<file path="config.mk">
export PLATFORM = sky130hd
export DESIGN_NAME = sec_status_lock
export DESIGN_NICKNAME = d
export VERILOG_FILES = /design/src/rtl/sec_status_pkg.sv /design/src/rtl/sec_cmd_decode.sv /design/src/rtl/sec_flag_fsm.sv /design/src/rtl/sec_join_tracker.sv /design/src/rtl/sec_prot_regs.sv /design/src/rtl/sec_status_lock.sv
export SDC_FILE = /design/constraint.sdc
export NUM_CORES = 1
export LEC_CHECK = 0
export CORE_UTILIZATION = 41
export CTS_CLUSTER_DIAMETER = 40
export CTS_CLUSTER_SIZE = 28
export DETAILED_ROUTE_END_ITERATION = 6
export GPL_TIMING_DRIVEN = 0
export PLACE_DENSITY = 0.76
export SLEW_MARGIN = 20
export SYNTH_ARGS = -nofsm -noshare
export SYNTH_HDL_FRONTEND = slang
export SYNTH_SLANG_ARGS = --single-unit
</file>
<file path="constraint.sdc">
create_clock -name clk -period 1.4 [get_ports clk]
set_input_delay 0.14 -clock clk [delete_from_list [all_inputs] [get_ports clk]]
set_output_delay 0.14 -clock clk [all_outputs]
set_load 0.02 [all_outputs]
</file>
<file path="src/rtl/sec_status_pkg.sv">
package sec_status_pkg;

    localparam int CMD_W  = 4;
    localparam int SEL_W  = 4;
    localparam int STAT_W = 16;
    localparam int N_REG  = 8;
    localparam int N_CFG  = 2;   // selects below this belong to the memory-config lock group
    localparam int N_FLAG = 5;

    typedef enum logic [CMD_W-1:0] {
        CMD_NOP         = 4'd0,
        CMD_OPEN_LOC    = 4'd1,
        CMD_CLOSE_LOC   = 4'd2,
        CMD_CFG_OK      = 4'd3,
        CMD_UNLOCK_MCFG = 4'd4,
        CMD_OPEN_PRIV   = 4'd5,
        CMD_CLOSE_PRIV  = 4'd6,
        CMD_LOCK_MCFG   = 4'd7,
        CMD_LOCK_BASE   = 4'd8,
        CMD_UNLOCK_BASE = 4'd9,
        CMD_JOIN        = 4'd10,
        CMD_JOIN_CLR    = 4'd11
    } cmd_e;

    typedef enum logic {
        FLAG_CLEAR = 1'b0,
        FLAG_SET   = 1'b1
    } flag_state_e;

    // stored flag indices
    localparam int FLG_LOC   = 0;
    localparam int FLG_CFGOK = 1;
    localparam int FLG_PRIV  = 2;
    localparam int FLG_MLOCK = 3;
    localparam int FLG_BLOCK = 4;

    // status word bit positions
    localparam int ST_LOC   = 14;
    localparam int ST_CFGOK = 11;
    localparam int ST_PRIV  = 7;
    localparam int ST_MLOCK = 6;
    localparam int ST_BLOCK = 5;
    localparam int ST_EXIT  = 1;
    localparam int ST_ENTER = 0;

endpackage

</file>
<file path="src/rtl/sec_cmd_decode.sv">
module sec_cmd_decode
    import sec_status_pkg::*;
#(
    parameter int N_LANES = 2,
    parameter int N_THR   = 8,
    localparam int THR_W  = $clog2(N_THR)
) (
    input  logic [N_LANES-1:0]       valid_i,
    input  logic [N_LANES*CMD_W-1:0] code_i,
    input  logic [N_LANES*THR_W-1:0] thread_i,
    output logic [N_FLAG-1:0]        set_o,
    output logic [N_FLAG-1:0]        clr_o,
    output logic [N_THR-1:0]         join_set_o,
    output logic [N_THR-1:0]         join_clr_o
);

    always_comb begin
        set_o      = '0;
        clr_o      = '0;
        join_set_o = '0;
        join_clr_o = '0;
        for (int l = 0; l < N_LANES; l++) begin
            if (valid_i[l]) begin
                case (cmd_e'(code_i[l*CMD_W +: CMD_W]))
                    CMD_OPEN_LOC:    set_o[FLG_LOC]   = 1'b1;
                    CMD_CLOSE_LOC:   clr_o[FLG_LOC]   = 1'b1;
                    CMD_CFG_OK:      set_o[FLG_CFGOK] = 1'b1;
                    CMD_UNLOCK_MCFG: begin
                        clr_o[FLG_CFGOK] = 1'b1;
                        clr_o[FLG_MLOCK] = 1'b1;
                    end
                    CMD_OPEN_PRIV:   set_o[FLG_PRIV]  = 1'b1;
                    CMD_CLOSE_PRIV:  clr_o[FLG_PRIV]  = 1'b1;
                    CMD_LOCK_MCFG:   set_o[FLG_MLOCK] = 1'b1;
                    CMD_LOCK_BASE:   set_o[FLG_BLOCK] = 1'b1;
                    CMD_UNLOCK_BASE: clr_o[FLG_BLOCK] = 1'b1;
                    CMD_JOIN:        join_set_o[thread_i[l*THR_W +: THR_W]] = 1'b1;
                    CMD_JOIN_CLR:    join_clr_o[thread_i[l*THR_W +: THR_W]] = 1'b1;
                    default: ;
                endcase
            end
        end
    end

endmodule

</file>
<file path="src/rtl/sec_flag_fsm.sv">
module sec_flag_fsm
    import sec_status_pkg::*;
(
    input  logic clk,
    input  logic rst_n,
    input  logic set_i,
    input  logic clr_i,
    output logic q_o
);

    flag_state_e state_q, state_d;

    always_ff @(posedge clk) begin
        if (!rst_n) state_q <= FLAG_CLEAR;
        else        state_q <= state_d;
    end

    always_comb begin
        state_d = state_q;
        unique case (state_q)
            FLAG_CLEAR: if (set_i && !clr_i) state_d = FLAG_SET;   // SET_CMD
            FLAG_SET:   if (clr_i)           state_d = FLAG_CLEAR; // CLEAR_CMD
        endcase
    end

    always_comb begin
        q_o = (state_q == FLAG_SET);
    end

endmodule

</file>
<file path="src/rtl/sec_join_tracker.sv">
module sec_join_tracker #(
    parameter int N_THR = 8
) (
    input  logic             clk,
    input  logic             rst_n,
    input  logic [N_THR-1:0] set_i,
    input  logic [N_THR-1:0] clr_i,
    input  logic [N_THR-1:0] exists_i,
    output logic             exit_done_o,
    output logic             enter_done_o
);

    logic [N_THR-1:0] join_q;

    always_ff @(posedge clk) begin
        if (!rst_n) join_q <= '0;
        else        join_q <= (join_q | set_i) & ~clr_i;
    end

    always_comb begin
        exit_done_o  = (join_q == '0);
        enter_done_o = (join_q == exists_i) && (join_q != '0);
    end

endmodule

</file>
<file path="src/rtl/sec_prot_regs.sv">
module sec_prot_regs
    import sec_status_pkg::*;
#(
    parameter int DATA_W = 32
) (
    input  logic                    clk,
    input  logic                    rst_n,
    input  logic                    wr_en,
    input  logic [SEL_W-1:0]        wr_sel,
    input  logic [DATA_W-1:0]       wr_data,
    input  logic                    cfg_lock,
    input  logic                    base_lock,
    output logic [N_REG*DATA_W-1:0] q_o
);

    for (genvar i = 0; i < N_REG; i++) begin : g_reg
        logic locked;
        logic [DATA_W-1:0] r_q;

        if (i < N_CFG) begin : g_cfg
            assign locked = cfg_lock;
        end else begin : g_base
            assign locked = base_lock;
        end

        always_ff @(posedge clk) begin
            if (!rst_n)
                r_q <= '0;
            else if (wr_en && wr_sel == SEL_W'(i) && !locked)
                r_q <= wr_data;
        end

        assign q_o[i*DATA_W +: DATA_W] = r_q;
    end

endmodule

</file>
<file path="src/rtl/sec_status_lock.sv">
module sec_status_lock
    import sec_status_pkg::*;
#(
    parameter int N_LANES = 2,
    parameter int N_THR   = 8,
    parameter int DATA_W  = 32,
    localparam int THR_W  = $clog2(N_THR)
) (
    input  logic                          clk,
    input  logic                          rst_n,
    input  logic [N_LANES-1:0]            cmd_valid,
    input  logic [N_LANES*CMD_W-1:0]      cmd_code,
    input  logic [N_LANES*THR_W-1:0]      cmd_thread,
    input  logic [N_THR-1:0]              thread_exists,
    input  logic                          wr_en,
    input  logic [SEL_W-1:0]              wr_sel,
    input  logic [DATA_W-1:0]             wr_data,
    output logic [STAT_W-1:0]             status_word,
    output logic [N_REG*DATA_W-1:0]       prot_q
);

    logic [N_FLAG-1:0] flag_set, flag_clr, flag_q;
    logic [N_THR-1:0]  join_set, join_clr;
    logic              exit_done, enter_done;

    sec_cmd_decode #(.N_LANES(N_LANES), .N_THR(N_THR)) u_decode (
        .valid_i    (cmd_valid),
        .code_i     (cmd_code),
        .thread_i   (cmd_thread),
        .set_o      (flag_set),
        .clr_o      (flag_clr),
        .join_set_o (join_set),
        .join_clr_o (join_clr)
    );

    for (genvar f = 0; f < N_FLAG; f++) begin : g_flag
        sec_flag_fsm u_flag (
            .clk   (clk),
            .rst_n (rst_n),
            .set_i (flag_set[f]),
            .clr_i (flag_clr[f]),
            .q_o   (flag_q[f])
        );
    end

    sec_join_tracker #(.N_THR(N_THR)) u_join (
        .clk          (clk),
        .rst_n        (rst_n),
        .set_i        (join_set),
        .clr_i        (join_clr),
        .exists_i     (thread_exists),
        .exit_done_o  (exit_done),
        .enter_done_o (enter_done)
    );

    sec_prot_regs #(.DATA_W(DATA_W)) u_regs (
        .clk       (clk),
        .rst_n     (rst_n),
        .wr_en     (wr_en),
        .wr_sel    (wr_sel),
        .wr_data   (wr_data),
        .cfg_lock  (flag_q[FLG_MLOCK]),
        .base_lock (flag_q[FLG_BLOCK]),
        .q_o       (prot_q)
    );

    always_comb begin
        status_word           = '0;
        status_word[ST_LOC]   = flag_q[FLG_LOC];
        status_word[ST_CFGOK] = flag_q[FLG_CFGOK];
        status_word[ST_PRIV]  = flag_q[FLG_PRIV];
        status_word[ST_MLOCK] = flag_q[FLG_MLOCK];
        status_word[ST_BLOCK] = flag_q[FLG_BLOCK];
        status_word[ST_EXIT]  = exit_done;
        status_word[ST_ENTER] = enter_done;
    end

endmodule

</file>
==> results of run 1 <==
-- cell families (layout without fill, tap and decap cells) --
logic type	after synthesis	in the layout	synth area share, %
AOI/OAI and AO/OA	294	294	18.1
xor gates and xnor gates	8	8	0.696
buffers and inverters	111	547	6.19
DFF	269	269	53.5
other	1	9	0.0372
and+or+nand+nor	423	431	21.5
-- flip-flops by register name, indices dropped and copies added (netlist names) --
register           count
g_flag.u_flag.q_o      5
u_join.join_q          8
u_regs.g.r_q         256
-- repair_timing --
action,in CTS,in global routing
endpoints found under the setup margin,519,308
hold buffers,0,0
cloned,31,11
pin swaps,109,50
gates resized for setup,662,360
buffers inserted,19,9
-- placed cells by master (no fill, tap or decap), types with 12 or more instances in the layout --
cell             Yosys  layout
a21boi_1            25      48
a21boi_2             0      16
buf_12               0      12
buf_4               21      22
buf_6               12      47
buf_8                1      21
clkbuf_1            49      32
clkbuf_16            0      46
clkbuf_2             0      12
clkdlybuf4s15_1      0      55
clkdlybuf4s50_1      0      56
dfxtp_1            269     262
dlygate4sd2_1        0     190
nand2_1            169     148
nand3_1            170      14
nand3_2             29     170
nand3_4              0      17
o21ai_1             33     115
o21ai_2             32      77
-- worst register-to-register path: cells and delay by family (launching register included) --
family,cells,cell delay (ps)
buffers and inverters,2,330
AND/OR/NAND/NOR,3,850
flip-flops,1,330
AO/OA/AOI/OAI,1,80
-- metrics by stage --
stage / worst slack (ps) / hold slack, ps
after CTS: -466 / 109
after floorplan: -60.2 / 275
final: -474 / 127
after global routing: -505 / 165
after detailed placement: -734 / 446
after global placement: -686 / 442
-- metal layers --
metal	up-vias	track usage [%]
met3	138	6.04
met4	0	14.5
met1	5119	35.7
li1	4743	-
met5	-	0
met2	527	53.3
-- synthesized netlist by cell type, types with 4 or more instances --
| cell | count | area, um2 |
|---|---|---|
| nand3_1 | 170 | 851 |
| nand3_2 | 29 | 290 |
| buf_4 | 21 | 158 |
| a221oi_1 | 4 | 35.0 |
| dfxtp_1 | 269 | 5390 |
| o21ai_0 | 132 | 661 |
| buf_6 | 12 | 135 |
| nand2_1 | 169 | 634 |
| nor3b_1 | 5 | 37.5 |
| xnor2_1 | 8 | 70.1 |
| buf_1 | 4 | 15.0 |
| nor2b_1 | 7 | 43.8 |
| nor2_1 | 6 | 22.5 |
| a21boi_0 | 39 | 293 |
| o21ai_2 | 32 | 280 |
| nand2b_1 | 5 | 31.3 |
| a21boi_1 | 25 | 188 |
| a211oi_1 | 6 | 45.0 |
| nand3b_1 | 4 | 30.0 |
| clkbuf_1 | 49 | 184 |
| nor3_1 | 5 | 25.0 |
| o21ai_1 | 33 | 165 |
| buf_2 | 21 | 105 |
| a21oi_1 | 9 | 45.0 |
-- layout make-up --
cell class / instances / area [um2]
Inverter: 3 / 11.3
Timing Repair Buffer: 376 / 3810
Tap cell: 319 / 399
Clock inverter: 23 / 264
Multi-Input combinational cell: 742 / 5560
Fill cell: 1640 / 6370
Buffer: 105 / 973
Sequential cell: 269 / 5400
Clock buffer: 40 / 957
-- power breakdown --
| part | switching [mW] | total (mW) | internal, mW |
|---|---|---|---|
| clock network | 3.69 | 9.29 | 5.60 |
| registers | 0.0817 | 7.84 | 7.76 |
| logic | 1.02 | 1.66 | 0.634 |
-- path summary, 6_finish.rpt --
kind / endpoint / depth (start not counted) / startpoint
max: status_word[1] / 4 / u_join.join_q[1]
min: g_flag[4].u_flag.q_o / 2 / cmd_code[0]
max reg2reg: u_regs.g_reg[2].r_q[30] / 6 / g_flag[4].u_flag.q_o
min reg2reg: u_regs.g_reg[0].r_q[11] / 2 / u_regs.g_reg[0].r_q[11]
==> key figures, run 1 <==
Run status
  • Status: finished with violations
  • Failing checks: setup timing

Final layout
  • Layout cells sized above 1: 34.5%
  • Final Cell Area: 0.0174 mm2
  • P&R area growth vs syn: 72.6%
  • NumNets Final: 1595
  • Diode count: 0
  • Non-filler cells, final: roughly 1900
  • Final core occ: 73.2%

Critical path
  • CP Cell Sequence: or4_4 -> nor2_4 -> buf_6 -> buf_6
  • Largest fanout on the critical path: 3
  • Slowest-stage cell, CP: or4_4
  • Crit path max-delay family: simple AND/OR/NAND/NOR gates
  • WS Path Type: flop to output port
  • Max incr delay on CP: between 500 and 600 ps
  • CP Capture Type: output port
  • Buf/Inv on CP: 2
  • R2R setup slack: -310 ps
  • CP arrival: 1730 ps
  • CP required: ~1300 ps
  • Worst setup SP type: flop
  • Top cell by count, worst path: buf_6

Yosys
  • Post-Syn Area: roughly 0.010 mm2
  • Ys Warns: 0
  • Sequential element share of the synthesized area: a little over half
  • #FFs+latches synth: 269
  • Async set-or-reset flop fraction in the synthesized netlist: 0%
  • Gate Count Post-Synth: about 1100
  • EDFF count, synth: 0
  • Post-synth cell types: between 40 and 50
  • Post-synthesis average cell area: between 9 and 10 um2
  • Most used DFF post-synth: dfxtp_1

Die
  • Row count: between 50 and 60
  • # IOs: approximately 340
  • Core area: ~0.024 mm2
  • Die X: roughly 160 um
  • Initial core utilization: roughly 42%
  • Die Ht: ~160 um
  • DIE AREA: ~0.025 mm2

STA
  • Tightest Pin Transition: 1060 ps
  • Tcrit/Tclk final: 134%
  • Final worst slack: -474 ps
  • Post-route minimum period: about 1900 ps
  • Headroom to the max-slew limit: between 20 and 30%
  • Clk_skew: approximately 17 ps
  • RSZ-0062 raised after global routing: true
  • Setup-failing EPs final: between 200 and 300
  • Slew Limit Fails: 0
  • Setup TNS: -44460 ps
  • Fmax: 534 MHz
  • Final hold violation count: 0

Detailed routing
  • Via count: approximately 11000
  • DRC: 0
  • Drt via density: roughly 5.6
  • WL per Instance: 22.3 um
  • Met3 WL: 3.12 mm
  • Metal2 WL: 20.8 mm
  • Initial DRT Pass Iterations: 5
  • Routed Antenna Nets: 0
  • Drt first-iter violations: 714
  • Top layer in use: met4
  • Post-Route M1 WL: ~16 mm
  • Final wirelength: between 40 and 50 mm

Placement
  • Placer congestion estimate: 0.897
  • HPWL after detailed placement: roughly 26 mm
  • Port bufs: roughly 320
  • Dpl cells: between 1500 and 2000
  • Placement Cell Area: 0.0137 mm2

Job
  • Number of max-cap violations: 0

GRT
  • Total track usage: 30.5%
  • Aggregate global routing overflow: 0
  • Vias in the first global route: 9943
  • First-pass GRT wire length: ~58 mm
  • Antenna violations before repair: 0
  • Largest net degree at the start of global routing: 18

Power
  • Maximum vdd drop: around 0.78 mV
  • Cell Pwr Density: approximately 1100 mW/mm2
  • Overall power: about 19 mW
  • Pleak: 7.16 nW

Clocking
  • Worst-path clk slew: 50 ps
  • Clk root buf: clkbuf_16
  • Clk_lat worst skew: approximately 520 ps
  • Clock Path Buffers: 3
  • CTS tree: done
  • TritonCTS sink count: about 270
  • Clock H-tree levels: 2
  • CTS buffer count: 35

Min path
  • Worst hold path type: input port to flop
Power figures use the tool's default switching activity.
==> inputs of run 2 (changes only) <==
--- a/config.mk
+++ b/config.mk
@@ -5,13 +5,14 @@
 export SDC_FILE = /design/constraint.sdc
 export NUM_CORES = 1
 export LEC_CHECK = 0
+export CORE_ASPECT_RATIO = 1.4
 export CORE_UTILIZATION = 41
 export CTS_CLUSTER_DIAMETER = 40
 export CTS_CLUSTER_SIZE = 28
 export DETAILED_ROUTE_END_ITERATION = 6
 export GPL_TIMING_DRIVEN = 0
 export PLACE_DENSITY = 0.76
-export SLEW_MARGIN = 20
+export SLEW_MARGIN = 10
 export SYNTH_ARGS = -nofsm -noshare
 export SYNTH_HDL_FRONTEND = slang
 export SYNTH_SLANG_ARGS = --single-unit
==> key figures, run 2 (same netlist as run 1, synthesis figures left out) <==
Critical path
  • R2r endpoint: u_regs.g_reg[2].r_q[20]
  • R2R Path Start: g_flag[4].u_flag.q_o
  • Slowest-stage cell, CP: or4_4
  • CP Capture Type: output port
  • Largest fanout on the critical path: 2 (-1)
  • CP Cell Sequence: or4_4 -> nor2_4 -> buf_6 -> buf_6
  • CP arrival: 1770 ps (+40 ps)
  • Worst setup SP type: flop
  • CP required: 1260 ps (about the same)
  • Top cell by count, worst path: buf_6
  • WS Path Type: flop to output port
  • Start point of the critical path: u_join.join_q[6]
  • Setup crit end: status_word[1]
  • R2R cell count: 7 (+1)
  • R2R setup slack: -450 ps (-140 ps)
  • Max incr delay on CP: 540 ps (about the same)

Clocking
  • Clock Path Buffers: 3 (unchanged)
  • Clk_lat worst skew: 550 ps (+30 ps)
  • CTS tree: done
  • Hold_buf cts: 0 (unchanged)
  • Worst-path clk slew: 70 ps (+20 ps)
  • Clock H-tree levels: 1 (-1)
  • CTS buffer count: 26 (-26%)
  • TritonCTS sink count: 269 (unchanged)
  • Clk root buf: clkbuf_16

Detailed routing
  • Top layer in use: met4
  • Drt via density: 5.68 (+1.2%)
  • Routed Antenna Nets: 0 (unchanged)
  • Metal2 WL: 22.2 mm (+6.8%)
  • WL per Instance: 22.7 um (+1.9%)
  • Post-Route M1 WL: 14.4 mm (-10%)
  • Met3 WL: 2.81 mm (-10%)
  • Via count: 10600 (+0.64%)
  • Final wirelength: 42.5 mm (+1.3%)
  • Initial DRT Pass Iterations: 5 (unchanged)
  • Drt first-iter violations: 577 (-19%)
  • DRC: 0 (unchanged)

GRT
  • Largest net degree at the start of global routing: 21 (+3)
  • First-pass GRT wire length: 58.3 mm (+1.1%)
  • Antenna violations before repair: 0 (unchanged)
  • Aggregate global routing overflow: 0 (unchanged)
  • Total track usage: 30.3% (-0.22 points)
  • Vias in the first global route: 10300 (+4.0%)

STA
  • Headroom to the max-slew limit: 38.5% (+9.5 points)
  • Post-route minimum period: 1910 ps (+36.6 ps)
  • Setup-failing EPs final: 263 (+1.5%)
  • Final worst slack: -511 ps (-36.6 ps)
  • Slew Limit Fails: 0 (unchanged)
  • Tightest Pin Transition: 923 ps (-142 ps)
  • Tcrit/Tclk final: 136% (+2.6 points)
  • Clk_skew: 12.2 ps (-4.91 ps)
  • Fmax: 523 MHz (-1.9%)
  • RSZ-0062 raised after global routing: true
  • Setup TNS: -55180 ps (-10730 ps)
  • Final hold violation count: 0 (unchanged)

Min path
  • Worst hold path type: input port to flop

Die
  • Die Ht: 187 um (+18%)
  • Die X: 134 um (-15%)
  • # IOs: 335 (unchanged)
  • DIE AREA: 0.0252 mm2 (about the same)
  • Row count: 67 (+20%)
  • Initial core utilization: 41.8% (-0.54 points)
  • Core area: 0.0241 mm2 (+1.3%)

Power
  • Cell Pwr Density: 1000 mW/mm2 (-7.2%)
  • Maximum vdd drop: 1.01 mV (+29%)
  • Pleak: 6.83 nW (-4.6%)

Final layout
  • Final core occ: 70.9% (-2.2 points)
  • Diode count: 0 (unchanged)
  • Max reg flops: 256 (unchanged)
  • P&R area growth vs syn: 69.5%
  • Layout cells sized above 1: 41.5% (+7.0 points)
  • Area of the multi-input gates: 0.00552 mm2 (-0.70%)
  • Most frequent cells in the layout: dfxtp_1 (261), nand3_2 (157), nand2_1 (149), o21ai_2 (113), clkbuf_2 (103)
  • Register name with the most flops: u_regs.g.r_q
  • NumNets Final: 1599 (+0.25%)
  • Fillers: 1714 (+4.5%)
  • Sequential cell area: 0.00540 mm2 (about the same)
  • Most common cell after layout, fill and taps aside: dfxtp_1

Run status
  • Failing checks: setup timing
  • Status: finished with violations

Placement
  • Dpl ws: -726 ps (+7.99 ps)
  • Port bufs: 319 (unchanged)
  • HPWL after detailed placement: 26.9 mm (+1.5%)
  • Placer congestion estimate: 0.900 (+0.32%)

Job
  • Number of max-cap violations: 0 (unchanged)
-- run 2: power breakdown --
| group | switching (mW) | internal [mW] |
|---|---|---|
| registers | 0.0789 | 7.75 |
| logic | 1.03 | 0.666 |
| clock network | 3.46 | 4.14 |
-- run 2: how the worst min path moves through the flow --
| stage | start | endpoint | slack [ps] | cells after the start |
|---|---|---|---|---|
| after floorplan | wr_data[0] | u_regs.g_reg[0].r_q[0] | 270 | 2 |
| after global routing | cmd_code[0] | g_flag[4].u_flag.q_o | 150 | 2 |
| final | cmd_code[0] | g_flag[4].u_flag.q_o | 100 | 2 |
| after detailed placement | u_regs.g_reg[0].r_q[6] | u_regs.g_reg[0].r_q[6] | 450 | 2 |
| after CTS | cmd_code[0] | g_flag[4].u_flag.q_o | 80 | 2 |
| after global placement | u_regs.g_reg[0].r_q[31] | u_regs.g_reg[0].r_q[31] | 440 | 2 |
-- run 2: stage by stage --
step           instances  hold slack (ps)  cell area (um2)  power (mW)
2_1_floorplan       1114              275            10100        8.63
3_3_place_gp        1743              441            13700        9.28
5_1_grt             1866              150            17100        17.6
4_1_cts             1854             81.7            16300        17.0
6_report            1866              103            17100        17.1
3_5_place_dp        1743              447            13700        9.29
-- run 2: repair_timing --
item                                    4_1_cts  5_1_grt
gates cloned                                 29       11
pin swaps                                    95       56
resized for setup                           718      544
buffers inserted                             38       15
endpoints found under the setup margin      520      437
-- run 2: worst max-delay path, delay by kind of cell, from the launching register on --
family | cells | cell delay, ps
and+or+nand+nor | 2 | 690
DFF | 1 | 340
buffers and inverters | 2 | 210
-- run 2: metal layers --
layer | up-vias | GRT usage [%]
met1 | 5111 | 30.7
met2 | 538 | 55.9
met3 | 189 | 5.53
met4 | 0 | 19.7
met5 | - | 0
li1 | 4756 | -
-- run 2: layout make-up --
type                       count  share of cell area (%)
buffer                        99                    5.51
clock buffer                  30                    4.08
clock inverter                18                    1.44
inverter                       3                  0.0660
multi-input combinational    739                    32.4
sequential                   269                    31.6
tap                          310                    2.27
timing repair buffer         398                    22.6
